===== src/rtl/pt_walker_pkg.sv =====
package pt_walker_pkg;
  localparam int unsigned ADDR_W  = 32;
  localparam int unsigned OFF_W   = 12;
  localparam int unsigned IDX_W   = 10;
  localparam int unsigned VPN_W   = ADDR_W - OFF_W;
  localparam int unsigned CAUSE_W = 3;

  // entry bit positions
  localparam int unsigned ENT_P = 0;
  localparam int unsigned ENT_W = 1;
  localparam int unsigned ENT_U = 2;

  typedef enum logic [2:0] {
    ST_IDLE,
    ST_DIR_REQ,
    ST_DIR_WAIT,
    ST_TBL_REQ,
    ST_TBL_WAIT,
    ST_RESP
  } walk_state_e;
endpackage


===== src/rtl/pt_tlb.sv =====
module pt_tlb #(
  parameter int unsigned ENTRIES = 4,
  parameter int unsigned VPN_W   = 20,
  parameter int unsigned PPN_W   = 20
) (
  input  logic             clk,
  input  logic             rst_n,
  input  logic             flush,
  input  logic [VPN_W-1:0] lk_vpn,
  output logic             lk_hit,
  output logic [PPN_W-1:0] lk_ppn,
  output logic             lk_w,
  output logic             lk_u,
  input  logic             fill_en,
  input  logic [VPN_W-1:0] fill_vpn,
  input  logic [PPN_W-1:0] fill_ppn,
  input  logic             fill_w,
  input  logic             fill_u
);
  localparam int unsigned PTR_W = (ENTRIES > 1) ? $clog2(ENTRIES) : 1;

  typedef struct packed {
    logic             v;
    logic [VPN_W-1:0] vpn;
    logic [PPN_W-1:0] ppn;
    logic             w;
    logic             u;
  } slot_t;

  slot_t              slot_q [ENTRIES];
  logic [ENTRIES-1:0] match;
  logic [PTR_W-1:0]   ptr_q;

  for (genvar g = 0; g < ENTRIES; g++) begin : g_slot
    assign match[g] = slot_q[g].v && (slot_q[g].vpn == lk_vpn);

    always_ff @(posedge clk) begin
      if (!rst_n || flush) begin
        slot_q[g] <= '0;
      end else if (fill_en && (ptr_q == PTR_W'(g))) begin
        slot_q[g] <= '{v: 1'b1, vpn: fill_vpn, ppn: fill_ppn, w: fill_w, u: fill_u};
      end
    end
  end

  always_comb begin
    lk_hit = |match;
    lk_ppn = '0;
    lk_w   = 1'b0;
    lk_u   = 1'b0;
    for (int i = 0; i < ENTRIES; i++) begin
      if (match[i]) begin
        lk_ppn = lk_ppn | slot_q[i].ppn;
        lk_w   = lk_w | slot_q[i].w;
        lk_u   = lk_u | slot_q[i].u;
      end
    end
  end

  always_ff @(posedge clk) begin
    if (!rst_n || flush) begin
      ptr_q <= '0;
    end else if (fill_en) begin
      ptr_q <= (ptr_q == PTR_W'(ENTRIES - 1)) ? '0 : ptr_q + 1'b1;
    end
  end
endmodule


===== src/rtl/pt_fault_eval.sv =====
module pt_fault_eval
  import pt_walker_pkg::*;
(
  input  logic               present,
  input  logic               w_ok,
  input  logic               u_ok,
  input  logic               is_wr,
  input  logic               is_usr,
  output logic               fault,
  output logic [CAUSE_W-1:0] cause
);
  always_comb begin
    fault = !present || (is_wr && !w_ok) || (is_usr && !u_ok);
    cause = fault ? {is_usr, is_wr, present} : '0;
  end
endmodule


===== src/rtl/pt_walker.sv =====
module pt_walker
  import pt_walker_pkg::*;
#(
  parameter int unsigned TLB_ENTRIES = 4
) (
  input  logic               clk,
  input  logic               rst_n,
  input  logic               paging_en,
  input  logic               root_we,
  input  logic [VPN_W-1:0]   root_frame,
  input  logic               flush,
  input  logic               req_valid,
  output logic               req_ready,
  input  logic [ADDR_W-1:0]  req_vaddr,
  input  logic               req_write,
  input  logic               req_user,
  output logic               rsp_valid,
  input  logic               rsp_ready,
  output logic [ADDR_W-1:0]  rsp_addr,
  output logic               rsp_fault,
  output logic [CAUSE_W-1:0] rsp_cause,
  output logic               mem_req_valid,
  input  logic               mem_req_ready,
  output logic [ADDR_W-1:0]  mem_req_addr,
  input  logic               mem_rsp_valid,
  input  logic [ADDR_W-1:0]  mem_rsp_data
);
  walk_state_e        state_q;
  logic [ADDR_W-1:0]  va_q;
  logic               wr_q, usr_q, stale_q;
  logic [VPN_W-1:0]   base_q, root_q, tframe_q;
  logic               dw_q, du_q;
  logic [ADDR_W-1:0]  rsp_addr_q;
  logic               rsp_fault_q;
  logic [CAUSE_W-1:0] rsp_cause_q;

  logic               accept, tlb_flush, fill_en;
  logic               hit, hit_w, hit_u;
  logic [VPN_W-1:0]   hit_ppn;
  logic               ev_present, ev_w, ev_u, ev_wr, ev_usr, ev_fault;
  logic [CAUSE_W-1:0] ev_cause;
  logic               ent_p, ent_w, ent_u;
  logic               unused_data;

  assign ent_p       = mem_rsp_data[ENT_P];
  assign ent_w       = mem_rsp_data[ENT_W];
  assign ent_u       = mem_rsp_data[ENT_U];
  assign unused_data = ^mem_rsp_data[OFF_W-1:ENT_U+1];

  assign req_ready     = (state_q == ST_IDLE);
  assign accept        = req_valid && req_ready;
  assign tlb_flush     = flush || root_we;
  assign rsp_valid     = (state_q == ST_RESP);
  assign rsp_addr      = rsp_addr_q;
  assign rsp_fault     = rsp_fault_q;
  assign rsp_cause     = rsp_cause_q;
  assign mem_req_valid = (state_q == ST_DIR_REQ) || (state_q == ST_TBL_REQ);
  assign mem_req_addr  = (state_q == ST_DIR_REQ)
                         ? {root_q, va_q[ADDR_W-1 -: IDX_W], 2'b00}
                         : {tframe_q, va_q[OFF_W+IDX_W-1 -: IDX_W], 2'b00};
  assign fill_en       = (state_q == ST_TBL_WAIT) && mem_rsp_valid && ent_p
                         && !stale_q && !tlb_flush;

  pt_tlb #(
    .ENTRIES (TLB_ENTRIES),
    .VPN_W   (VPN_W),
    .PPN_W   (VPN_W)
  ) u_tlb (
    .clk      (clk),
    .rst_n    (rst_n),
    .flush    (tlb_flush),
    .lk_vpn   (req_vaddr[ADDR_W-1:OFF_W]),
    .lk_hit   (hit),
    .lk_ppn   (hit_ppn),
    .lk_w     (hit_w),
    .lk_u     (hit_u),
    .fill_en  (fill_en),
    .fill_vpn (va_q[ADDR_W-1:OFF_W]),
    .fill_ppn (mem_rsp_data[ADDR_W-1:OFF_W]),
    .fill_w   (dw_q && ent_w),
    .fill_u   (du_q && ent_u)
  );

  // One checker shared by cache hits, directory and table responses
  always_comb begin
    unique case (state_q)
      ST_IDLE: begin
        ev_present = 1'b1;  ev_w = hit_w;  ev_u = hit_u;
        ev_wr = req_write;  ev_usr = req_user;
      end
      ST_DIR_WAIT: begin
        ev_present = ent_p;  ev_w = 1'b1;  ev_u = 1'b1;
        ev_wr = wr_q;        ev_usr = usr_q;
      end
      default: begin
        ev_present = ent_p;  ev_w = dw_q && ent_w;  ev_u = du_q && ent_u;
        ev_wr = wr_q;        ev_usr = usr_q;
      end
    endcase
  end

  pt_fault_eval u_eval (
    .present (ev_present),
    .w_ok    (ev_w),
    .u_ok    (ev_u),
    .is_wr   (ev_wr),
    .is_usr  (ev_usr),
    .fault   (ev_fault),
    .cause   (ev_cause)
  );

  always_ff @(posedge clk) begin
    if (!rst_n) begin
      state_q     <= ST_IDLE;
      va_q        <= '0;
      wr_q        <= 1'b0;
      usr_q       <= 1'b0;
      stale_q     <= 1'b0;
      base_q      <= '0;
      root_q      <= '0;
      tframe_q    <= '0;
      dw_q        <= 1'b0;
      du_q        <= 1'b0;
      rsp_addr_q  <= '0;
      rsp_fault_q <= 1'b0;
      rsp_cause_q <= '0;
    end else begin
      if (root_we) base_q <= root_frame;
      if (state_q != ST_IDLE && tlb_flush) stale_q <= 1'b1;

      unique case (state_q)
        ST_IDLE: if (accept) begin
          va_q    <= req_vaddr;
          wr_q    <= req_write;
          usr_q   <= req_user;
          root_q  <= root_we ? root_frame : base_q;
          stale_q <= tlb_flush;
          if (!paging_en) begin
            rsp_addr_q  <= req_vaddr;
            rsp_fault_q <= 1'b0;
            rsp_cause_q <= '0;
            state_q     <= ST_RESP;
          end else if (hit) begin
            rsp_addr_q  <= ev_fault ? req_vaddr : {hit_ppn, req_vaddr[OFF_W-1:0]};
            rsp_fault_q <= ev_fault;
            rsp_cause_q <= ev_cause;
            state_q     <= ST_RESP;
          end else begin
            state_q <= ST_DIR_REQ;
          end
        end
        ST_DIR_REQ: if (mem_req_ready) state_q <= ST_DIR_WAIT;
        ST_DIR_WAIT: if (mem_rsp_valid) begin
          if (ev_fault) begin
            rsp_addr_q  <= va_q;
            rsp_fault_q <= 1'b1;
            rsp_cause_q <= ev_cause;
            state_q     <= ST_RESP;
          end else begin
            tframe_q <= mem_rsp_data[ADDR_W-1:OFF_W];
            dw_q     <= ent_w;
            du_q     <= ent_u;
            state_q  <= ST_TBL_REQ;
          end
        end
        ST_TBL_REQ: if (mem_req_ready) state_q <= ST_TBL_WAIT;
        ST_TBL_WAIT: if (mem_rsp_valid) begin
          rsp_addr_q  <= ev_fault ? va_q : {mem_rsp_data[ADDR_W-1:OFF_W], va_q[OFF_W-1:0]};
          rsp_fault_q <= ev_fault;
          rsp_cause_q <= ev_cause;
          state_q     <= ST_RESP;
        end
        ST_RESP: if (rsp_ready) state_q <= ST_IDLE;
        default: state_q <= ST_IDLE;
      endcase
    end
  end
endmodule


===== config.mk =====
export PLATFORM = sky130hd
export DESIGN_NAME = pt_walker
export DESIGN_NICKNAME = d
export VERILOG_FILES = /design/src/rtl/pt_walker_pkg.sv /design/src/rtl/pt_tlb.sv /design/src/rtl/pt_fault_eval.sv /design/src/rtl/pt_walker.sv
export SDC_FILE = /design/constraint.sdc
export NUM_CORES = 1
export LEC_CHECK = 0
export BUFFER_PORTS_ARGS = -buffer_cell sky130_fd_sc_hd__buf_2
export CAP_MARGIN = 40
export CELL_PAD_IN_SITES_DETAIL_PLACEMENT = 0
export CELL_PAD_IN_SITES_GLOBAL_PLACEMENT = 1
export CORE_MARGIN = 2
export CORE_UTILIZATION = 35
export CTS_CLUSTER_DIAMETER = 120
export DETAILED_ROUTE_END_ITERATION = 12
export PLACE_DENSITY = 0.59
export RECOVER_POWER = 25
export SETUP_SLACK_MARGIN = 0.02
export SLEW_MARGIN = 15
export SYNTH_ARGS = -nofsm -noshare
export SYNTH_HDL_FRONTEND = slang
export SYNTH_HIERARCHICAL = 1
export SYNTH_SLANG_ARGS = --single-unit

===== constraint.sdc =====
create_clock -name clk -period 4.7 [get_ports clk]
set_input_delay 0.705 -clock clk [delete_from_list [all_inputs] [get_ports clk]]
set_output_delay 0.705 -clock clk [all_outputs]
set_load 0.005 [all_outputs]

After elaboration in Yosys (flattened, before gate mapping)
Memories as Yosys holds them, arrays and structs flattened.
Cells that the tools add are included.
- $add $sub $neg: 1
- equal/unequal tests: 20
- mux-type cells: 75
- bitwise operators: 14
- reductions and logical operators: 38
- operators with widths (cell ; count):
    32-bit 2-to-1 mux ; 9
    43-bit 2-to-1 mux ; 4
    20-bit 2-to-1 mux ; 5
    32-bit case mux with 3 select lines ; 1
    20-bit equality test ; 4
    20-bit OR ; 3
    3-bit 2-to-1 mux ; 16
    1-bit 2-to-1 mux ; 34
    1-bit logical AND ; 18
    3-bit case mux with 6 select lines ; 1
    6-bit AND reduction ; 2
    2-bit != test (second input constant) ; 5
    1-bit OR ; 10
    3-bit case mux with 3 select lines ; 1
    3-bit by 2-bit equality test with 1-bit output (second input constant) ; 2
    3-bit equality test (second input constant) ; 2
    1-bit logical NOT ; 6
    3-bit nonzero test ; 2
    1-bit logical OR ; 5
    2-bit equality test (second input constant) ; 2
    2-bit by 1-bit != test with 1-bit output (second input constant) ; 2
    1-bit case mux with 2 select lines ; 2
    4-bit OR reduction ; 1
    3-bit by 1-bit equality test with 1-bit output (second input constant) ; 1
    other kinds (10) ; 10
- register bits after elaboration: 138
- memory bits (writable): 172
- input port bits: 95
- output and inout bits: 71
- memories: 1
- memory list (name ; words ; width ; rd ports ; clocked after memory_dff ; wr ports ; line ; text):
    u_tlb.slot_q ; 4 ; 43 ; 4 ; 0 ; 4 ; pt_tlb.sv:30 ; slot_t slot_q [ENTRIES];

Depth between registers and ports, before layout
Gate-level depths: netlist (run 1).
- depth in word-level cells: 19
- depth in mapped cells: 17
- mapped depth without buffers: 13

Hierarchy
Netlist (run 1), hierarchy kept.
- modules (own cells, without submodules) (module ; instances ; cells each ; area an instance (µm²) ; seq. area each (µm²)):
    pt_tlb ; 1 ; 644 ; 8247.9 ; 5195.0
    pt_walker ; 1 ; 695 ; 6134.6 ; 2722.6
    pt_fault_eval ; 1 ; 8 ; 60.1 ; 0.0

Worst setup path before layout (run 1)
Ideal clock, no wire load.
- path kind: input port to flip-flop
- from: input req_vaddr[28]
- to: register rsp_addr_q[30], in the netlist rsp_addr[30]
- setup time: 0.136 ns
- arrival: 3.449 ns
- required time: 4.564 ns
- setup slack: 1.115 ns
- stages: 17
- path buffers: 4
- cell sequence: clkbuf_1 > xnor2_1 > nand3_1 > nor4_4 > buf_2 > nand3_1 > nand4_1 > nor2_1 > a21oi_1 > nand2b_4 > nand3_1 > clkbuf_1 > nor2b_1 > buf_2 > mux2_2 > a22oi_1 > a311oi_1
- elaborated cells between the ends (all ways): 48
- RTL lines (item ; line ; text):
    from (decl) ; pt_walker.sv:14 ; input logic [ADDR_W-1:0] req_vaddr,
    20-bit equality test ; pt_tlb.sv:35 ; assign match[g] = slot_q[g].v && (slot_q[g].vpn == lk_vpn);
    1-bit logical AND ; pt_tlb.sv:35 ;
    1-bit 2-to-1 mux ; pt_tlb.sv:52 ; if (match[i]) begin
    1-bit OR ; pt_tlb.sv:55 ; lk_u = lk_u | slot_q[i].u;
    1-bit 2-to-1 mux ; pt_tlb.sv:52 ;
    1-bit OR ; pt_tlb.sv:55 ;
    1-bit 2-to-1 mux ; pt_tlb.sv:52 ;
    1-bit OR ; pt_tlb.sv:55 ;
    (+1 left out) ; - ;
    via hit_u ; pt_walker.sv:38 ; logic hit, hit_w, hit_u;
    (+1 left out) ; - ;
    via ev_u ; pt_walker.sv:40 ; logic ev_present, ev_w, ev_u, ev_wr, ev_usr, ev_fault;
    (+1 left out) ; - ;
    1-bit logical AND (*) ; pt_fault_eval.sv:13 ; fault = !present || (is_wr && !w_ok) || (is_usr && !u_ok);
    1-bit logical OR (*) ; pt_fault_eval.sv:13 ;
    via ev_fault ; pt_walker.sv:40 ;
    32-bit 2-to-1 mux ; pt_walker.sv:144 ; rsp_addr_q <= ev_fault ? req_vaddr : {hit_ppn, req_vaddr[OFF_W-1:0]};
    32-bit 2-to-1 mux ; pt_walker.sv:143 ; end else if (hit) begin
    32-bit 2-to-1 mux ; pt_walker.sv:138 ; if (!paging_en) begin
    32-bit 2-to-1 mux ; pt_walker.sv:132 ; ST_IDLE: if (accept) begin
    32-bit case mux with 3 select lines ; pt_walker.sv:131 ; unique case (state_q)
    to (signal assigned) ; pt_walker.sv:139 ; rsp_addr_q <= req_vaddr;
    to (signal assigned) ; pt_walker.sv:144 ;
    to (signal assigned) ; pt_walker.sv:155 ; rsp_addr_q <= va_q;
    to (decl) ; pt_walker.sv:33 ; logic [ADDR_W-1:0] rsp_addr_q;
The timed path passes the listed nets; every way through them passes the cells marked *. The select of a mux whose other input is x is not followed.
A chain may end at the register's enable or synchronous reset.

==> results of run 1 <==
==> registers in the layout, summed over array words and instances, names as in the netlist <==
| name | flops |
|---|---|
| root_q | 20 |
| u_tlb/ptr_q | 2 |
| usr_q | 1 |
| dw_q | 1 |
| base_q | 20 |
| state_q | 3 |
| rsp_cause | 3 |
| stale_q | 1 |
| rsp_addr | 32 |
| tframe_q | 20 |
| u_tlb/slot_q | 172 |
| va_q | 32 |
| du_q | 1 |
| rsp_fault | 1 |
| wr_q | 1 |
==> per-layer routing <==
metal	part of all wire	global-route usage
met1	0.45	0.303
met4	0.022	0.0557
met5	0.00028	0
met3	0.067	0.0505
met2	0.46	0.343
==> synth_stat cells (all sizes together), types with 4 or more instances <==
| cell type | number | area share |
|---|---|---|
| a211oi | 33 | 0.019 |
| a21oi | 101 | 0.036 |
| a311oi | 20 | 0.012 |
| a32oi | 20 | 0.012 |
| and2 | 170 | 0.074 |
| buf | 56 | 0.024 |
| clkbuf | 55 | 0.014 |
| dfxtp | 139 | 0.19 |
| edfxtp | 171 | 0.36 |
| ha | 4 | 0.0035 |
| inv | 13 | 0.0034 |
| mux2 | 51 | 0.040 |
| mux2i | 33 | 0.023 |
| nand2 | 133 | 0.035 |
| nand2b | 7 | 0.0041 |
| nand3 | 74 | 0.026 |
| nand4 | 60 | 0.026 |
| nor2 | 56 | 0.015 |
| nor3 | 4 | 0.0014 |
| nor4 | 7 | 0.0070 |
| o21ai | 28 | 0.0097 |
| xnor2 | 72 | 0.045 |
| xor2 | 7 | 0.0042 |
==> per-stage QoR <==
stage,instances,hold WS [ps]
after global routing,2034,399
final,2034,414
after global placement,1966,442
after floorplan,1348,429
after CTS,2033,379
after detailed placement,1968,446
==> kinds of logic after synthesis <==
logic type,after synthesis
AND/OR/NAND/NOR,521
flip-flops,310
AO/OA/AOI/OAI,221
buffers and inverters,127
multiplexers,84
XOR/XNOR,79
adder cells (fa/ha/maj),4
other,1
==> how the worst max path moves through the flow <==
| stage | cells after the start | startpoint | endpoint |
|---|---|---|---|
| floorplan | 17 | req_vaddr[28] | rsp_addr[30]$_SDFFE_PN0P_ |
| global placement | 13 | req_vaddr[15] | rsp_addr[23]$_SDFFE_PN0P_ |
| detailed placement | 15 | req_vaddr[24] | rsp_addr[30]$_SDFFE_PN0P_ |
| CTS | 14 | u_tlb/slot_q[1][72]$_SDFFCE_PN0P_ | rsp_addr[30]$_SDFFE_PN0P_ |
| global route | 15 | u_tlb/slot_q[0][80]$_SDFFCE_PN0P_ | rsp_addr[29]$_SDFFE_PN0P_ |
| finish | 15 | u_tlb/slot_q[0][80]$_SDFFCE_PN0P_ | rsp_addr[17]$_SDFFE_PN0P_ |
==> power by group <==
group / leakage (nW) / internal [mW] / total (mW) / switching, mW
Sequential: 3.14 / 3.08 / 3.29 / 0.202
Combinational: 2.75 / 0.561 / 1.53 / 0.971
Clock: 0.561 / 1.63 / 2.76 / 1.13
==> cell type report <==
cell class | instances | area [um2]
Fill cell | 4043 | 23900
Clock inverter | 12 | 119
Sequential cell | 310 | 7920
Multi-Input combinational cell | 911 | 5970
Timing Repair Buffer | 202 | 1110
Tap cell | 532 | 666
Clock buffer | 53 | 1030
Inverter | 14 | 53.8
==> worst reg2reg max path: stages (launching register included) <==
cell,delay (ps)
edfxtp_1,380
xnor2_1,320
nand4_1,230
nor4_4,410
buf_4,230
nand3_1,100
nand4_1,160
nor2_1,60
a21oi_1,200
nand2b_4,180
nand3_1,120
buf_4,210
a2bb2oi_2,270
nor2_2,220
buf_4,310
a311oi_1,290
==> impl_metrics.toml, run 1 <==
[sta]
drv_slew = 100
fmax_mhz = 260
fin_setup_tns_ps = 0
final.min_clock_period_ps = 3850
worstMarginPinSlew_ps = 2270
setup_ws_ps = 849
finClkSkew_ps = 29.6
rsz0062_at_grt = "false"
final_hold_viol_count = 0
finalSetupViolCount = 0
max_slew_margin = -0.511
fin_crit_sh = 0.819

[detailed_routing]
wl_per_cell_um = 23.2
vias = 10700
dr.pass1.iters = 5
drcViolationCount = 0
drt-total-wl_mm = 47.1
drt_iter0_drc = 749
antenna_left = 0
via_per_inst = 5.28

[floorplanning]
die_w_um = 207
fp.dieH_um = 207
start_util = 0.355
io_pins = 166
dieArea_um2 = 42900
rows = 74
core_um2 = 40700

[clock_network]
cts_setup_buffers = 0
cts_hold_buffers = 0
h-tree-depth = 2
cts_tree = "built"
cts_resized = 0
cts-root-buf = "clkbuf_16"
tritoncts.num_buffers = 36
clock_path_buffers = 3
path_clk_slew_ps = 60
clkLatencyLatePin_ps = 560
cts_num_sinks = 310

[cells_and_area]
synthToLayoutAreaGrowth_pct = 16.7
final_common_cell = "edfxtp_1"
final_cell_mix = "171 x edfxtp_1, 169 x and2_1, 139 x dfxtp_1, 131 x nand2_1, 122 x buf_2"
design_area_um2 = 16900
nets = 1574
drive_gt1_frac = 0.182
diodes = 0
utilization = 0.414

[synthesis]
ys_seq_area_frac = 0.548
synthMuxAreaShare = 0.0626
synth_compound_area_frac = 0.101
ys_types = 61
async_flop_share = 0
synth_fa_ha_area_frac = 0.00347
synth-edff-count = 171
avgSynthCellArea_um2 = 10.7
synth_cells = 1347
syn-cell-area_um2 = 14400
yosysWarnings = 6
synth_top_family_by_area = "simple AND/OR/NAND/NOR gates"
synth_xor_xnor_area_share = 0.0489
synth-simple-area-share = 0.191
synth-main-ff-cell = "edfxtp_1"
ys_ff_latch = 310

[worst_setup_path]
worst-path-max-fanout = 20
worstSetupPathType = "reg -> reg"
crit_chain = "xnor2_1 > nand4_1 > nor4_4 > buf_4 > nand3_1 > nand4_1 > nor2_1 > a21oi_1 > nand2b_4 > nand3_1 > buf_4 > a2bb2oi_2 > nor2_2 > buf_4 > a311oi_1"
reg2reg_depth = 15
cp_data_arrival_time_ps = 4250
worst_path_largest_cell_delay_ps = 410
cp_slowest_cell = "nor4_4"
path_buf_inv = 3
r2r-start = "u_tlb/slot_q[0][80]$_SDFFCE_PN0P_"
crit_family = "simple AND/OR/NAND/NOR gates"
start_kind = "flip-flop"
setup.worst_path.end_class = "flip-flop"
crit_top_cell = "buf_4"
crit_required_ps = 5100
r2r_end = "rsp_addr[17]$_SDFFE_PN0P_"
r2r_slack_ps = 850

[global_route]
grt_max_degree = 55
grt-ovfl-total = 0
antenna_found_initial = 4
grt_pass1_vias = 10700
grtUsageTotal = 0.218
grt_pass1_wl_mm = 70.6

[min_path]
min_from = "mem_rsp_data[2]"
hold_path.class = "in -> reg"
hold_depth = 3
hold_end = "du_q$_SDFFE_PN0P_"

[run_status]
violations = "capacitance limit, slew limit"
outcome = "complete, but fails checks"

[run]
drv_cap = 4

[power_and_ir_drop]
power.density_nw_per_um2 = 450
p_leak_nw = 6.45
finalPower_mw = 7.58
vdd.ir_drop.worst_mv = 0.250

[placed_design]
portBuffers = 154
gp_congestion = 0.796
placed_area_um2 = 15800
preCtsSetupSlack_ps = 388
hpwl_mm = 31.2
Note: power is estimated with default switching activity, not from simulation.
==> run 2, diff against run 1 <==
ABC_AREA = 1   (was default)
PLACE_DENSITY = 0.63   (was 0.59)
clock period = 3.55 ns   (was 4.7 ns; I/O delays follow)
==> run 2 against run 1 <==
  * The flow still finishes with violations (capacitance limit, slew limit)
  * Utilization about the same
  * Non-clock buffer count down 3
  * Die area up 7.0%
  * Power increased by 60%
  * Sequential share of layout area fell by 3.4 points
  * Critical path depth grew 6
  * Clock-buffer cell count unchanged
==> impl_metrics.toml, run 2 <==
[worst_setup_path]
cp-startpoint = "u_tlb/slot_q[1][84]$_SDFFCE_PN0P_"
cp_data_arrival_time_ps = 3630
worstSetupPathType = "reg -> reg"
crit_chain = "nand2_1 > nand2_1 > nor2_1 > nand2_1 > nor2_1 > nand3_2 > nor2_1 > nor2_1 > nand2_1 > nor2_1 > a21oi_1 > inv_1 > nand2_2 > nand3_2 > buf_4 > nand2_1 > o21ai_0 > nand2_1 > nand3_1 > nor2_1 > nor2_1"
worst-path-max-fanout = 42
setup.worst_path.end_class = "flip-flop"
cp_slowest_cell = "edfxtp_1"
worst_path_largest_cell_delay_ps = 390
start_kind = "flip-flop"
crit_top_cell = "nor2_1"
crit_required_ps = 3990
path_buf_inv = 2
r2r-start = "u_tlb/slot_q[1][84]$_SDFFCE_PN0P_"
crit_family = "simple AND/OR/NAND/NOR gates"

[global_route]
grt-ovfl-total = 0
grt_pass1_vias = 12600
antenna_found_initial = 1
grt_pass1_wl_mm = 75.4
grtUsageTotal = 0.218
grt_max_degree = 72

[synthesis]
synth_top_area_frac = 0.332
synth-main-ff-cell = "edfxtp_1"
yosysWarnings = 6
async_flop_share = 0
ys_ff_latch = 310
synth.cells.most_frequent = "536 x nand2_1, 454 x nor2_1, 358 x inv_1"
netlist_top_cells_area = "edfxtp_1 33%, dfxtp_1 18%, nand2_1 13%"
synth-edff-count = 171
synth_top_area_cell = "edfxtp_1"
syn-cell-area_um2 = 15500
yosysMostFrequentCell = "nand2_1"
ys_types = 39
ys_seq_area_frac = 0.512
avgSynthCellArea_um2 = 7.32
synth_cells = 2115

[run_status]
violations = "capacitance limit, slew limit"
outcome = "complete, but fails checks"

[clock_network]
clock_path_buffers = 3
h-tree-depth = 2
clkLatencyLatePin_ps = 550
cts-root-buf = "clkbuf_16"
cts_tree = "built"
cts_num_sinks = 310
cts_setup_buffers = 0
cts_resized = 0
path_clk_slew_ps = 70
cts_hold_buffers = 0
tritoncts.num_buffers = 37

[cells_and_area]
design_area_um2 = 18200
final_cell_mix = "533 x nand2_1, 455 x nor2_1, 358 x inv_1, 171 x edfxtp_1, 146 x o21ai_0"
largest_register_ffs = 172
regMostFlops = "u_tlb/slot_q"
nets = 2360
drive_gt1_frac = 0.118
fillers = 4721
synthToLayoutAreaGrowth_pct = 17.3
final_common_cell = "nand2_1"

[floorplanning]
dieArea_um2 = 45900
fp.dieH_um = 214
core_um2 = 43900
rows = 77
io_pins = 166
die_w_um = 214
start_util = 0.352

[sta]
fmax_mhz = 313
max_slew_margin = -0.144
final_hold_viol_count = 0
fin_crit_sh = 0.900
finalSetupViolCount = 0
finClkSkew_ps = 14.9
final.min_clock_period_ps = 3190
rsz0062_at_grt = "false"
worstMarginPinSlew_ps = 1720
fin_setup_tns_ps = 0
drv_slew = 41

[detailed_routing]
drt-total-wl_mm = 49.7
antenna_left = 0
vias = 13000
dr.pass1.iters = 5
drt_iter0_drc = 775
wl_per_cell_um = 17.2
via_per_inst = 4.49
drcViolationCount = 0

[min_path]
min_from = "mem_rsp_data[2]"
hold_path.class = "in -> reg"

[power_and_ir_drop]
vdd.ir_drop.worst_mv = 0.315
power.density_nw_per_um2 = 666
p_leak_nw = 8.23

[placed_design]
portBuffers = 154
gp_congestion = 0.835
placed_area_um2 = 17100
hpwl_mm = 35.6

[run]
drv_cap = 1
[run 2: through the flow]
stage          hold slack (ps)  setup WS, ps  cells  total power, mW  utilization
2_1_floorplan              425           775   2116             7.18            -
3_3_place_gp               433          86.0   2811             8.52        0.387
3_5_place_dp               438          47.0   2814             8.61        0.389
4_1_cts                    202           445   2881             12.3        0.415
5_1_grt                    225           177   2881             12.9        0.413
6_report                   230           356   2882             12.1        0.413
[run 2: cell type report]
class	instances	area, um2	area share
flip-flops and latches	310	7920	0.436
multi-input cells	1336	5650	0.311
inverters	377	1420	0.0781
repair buffers	199	1290	0.0708
clock buffers	53	1050	0.0576
well taps	592	741	0.0408
clock inverters	14	93.8	0.00517
diodes	1	2.50	0.000138
[run 2: power breakdown]
part / total [mW] / leakage (nW) / internal, mW / switching (mW)
Combinational: 3.87 / 4.53 / 1.30 / 2.57
Clock: 3.65 / 0.561 / 2.12 / 1.53
Sequential: 4.58 / 3.14 / 4.29 / 0.292
[run 2: cell families after synthesis]
| logic type | synth area share |
|---|---|
| xor+xnor | 0.00453 |
| simple gates | 0.271 |
| other cells | 0.000242 |
| flops | 0.512 |
| buf+inv | 0.123 |
| fa+ha+maj | 0.00323 |
| compound gates | 0.0866 |
[run 2: final timing paths]
kind	to	slack (ps)	depth (start not counted)
hold reg to reg	root_q[14]$_SDFFE_PN0P_	440	2
setup / recovery	rsp_addr[19]$_SDFFE_PN0P_	360	21
setup reg to reg	rsp_addr[19]$_SDFFE_PN0P_	360	21
hold / removal	du_q$_SDFFE_PN0P_	230	3
[run 2: metal layers]
metal  vias to the layer above  GRT usage  routed length, um
met4                         0     0.0910               1940
met3                        79     0.0277               2100
met2                       282      0.374              23600
met5                         -          0                  0
met1                      5862      0.277              22000
li1                       6728          -                  -
[run 2: worst register-to-register path, delay by kind of cell (launching register included)]
family	cells	cell delay, ps
compound gates	2	270
buf+inv	2	360
flops	1	390
simple gates	17	2060
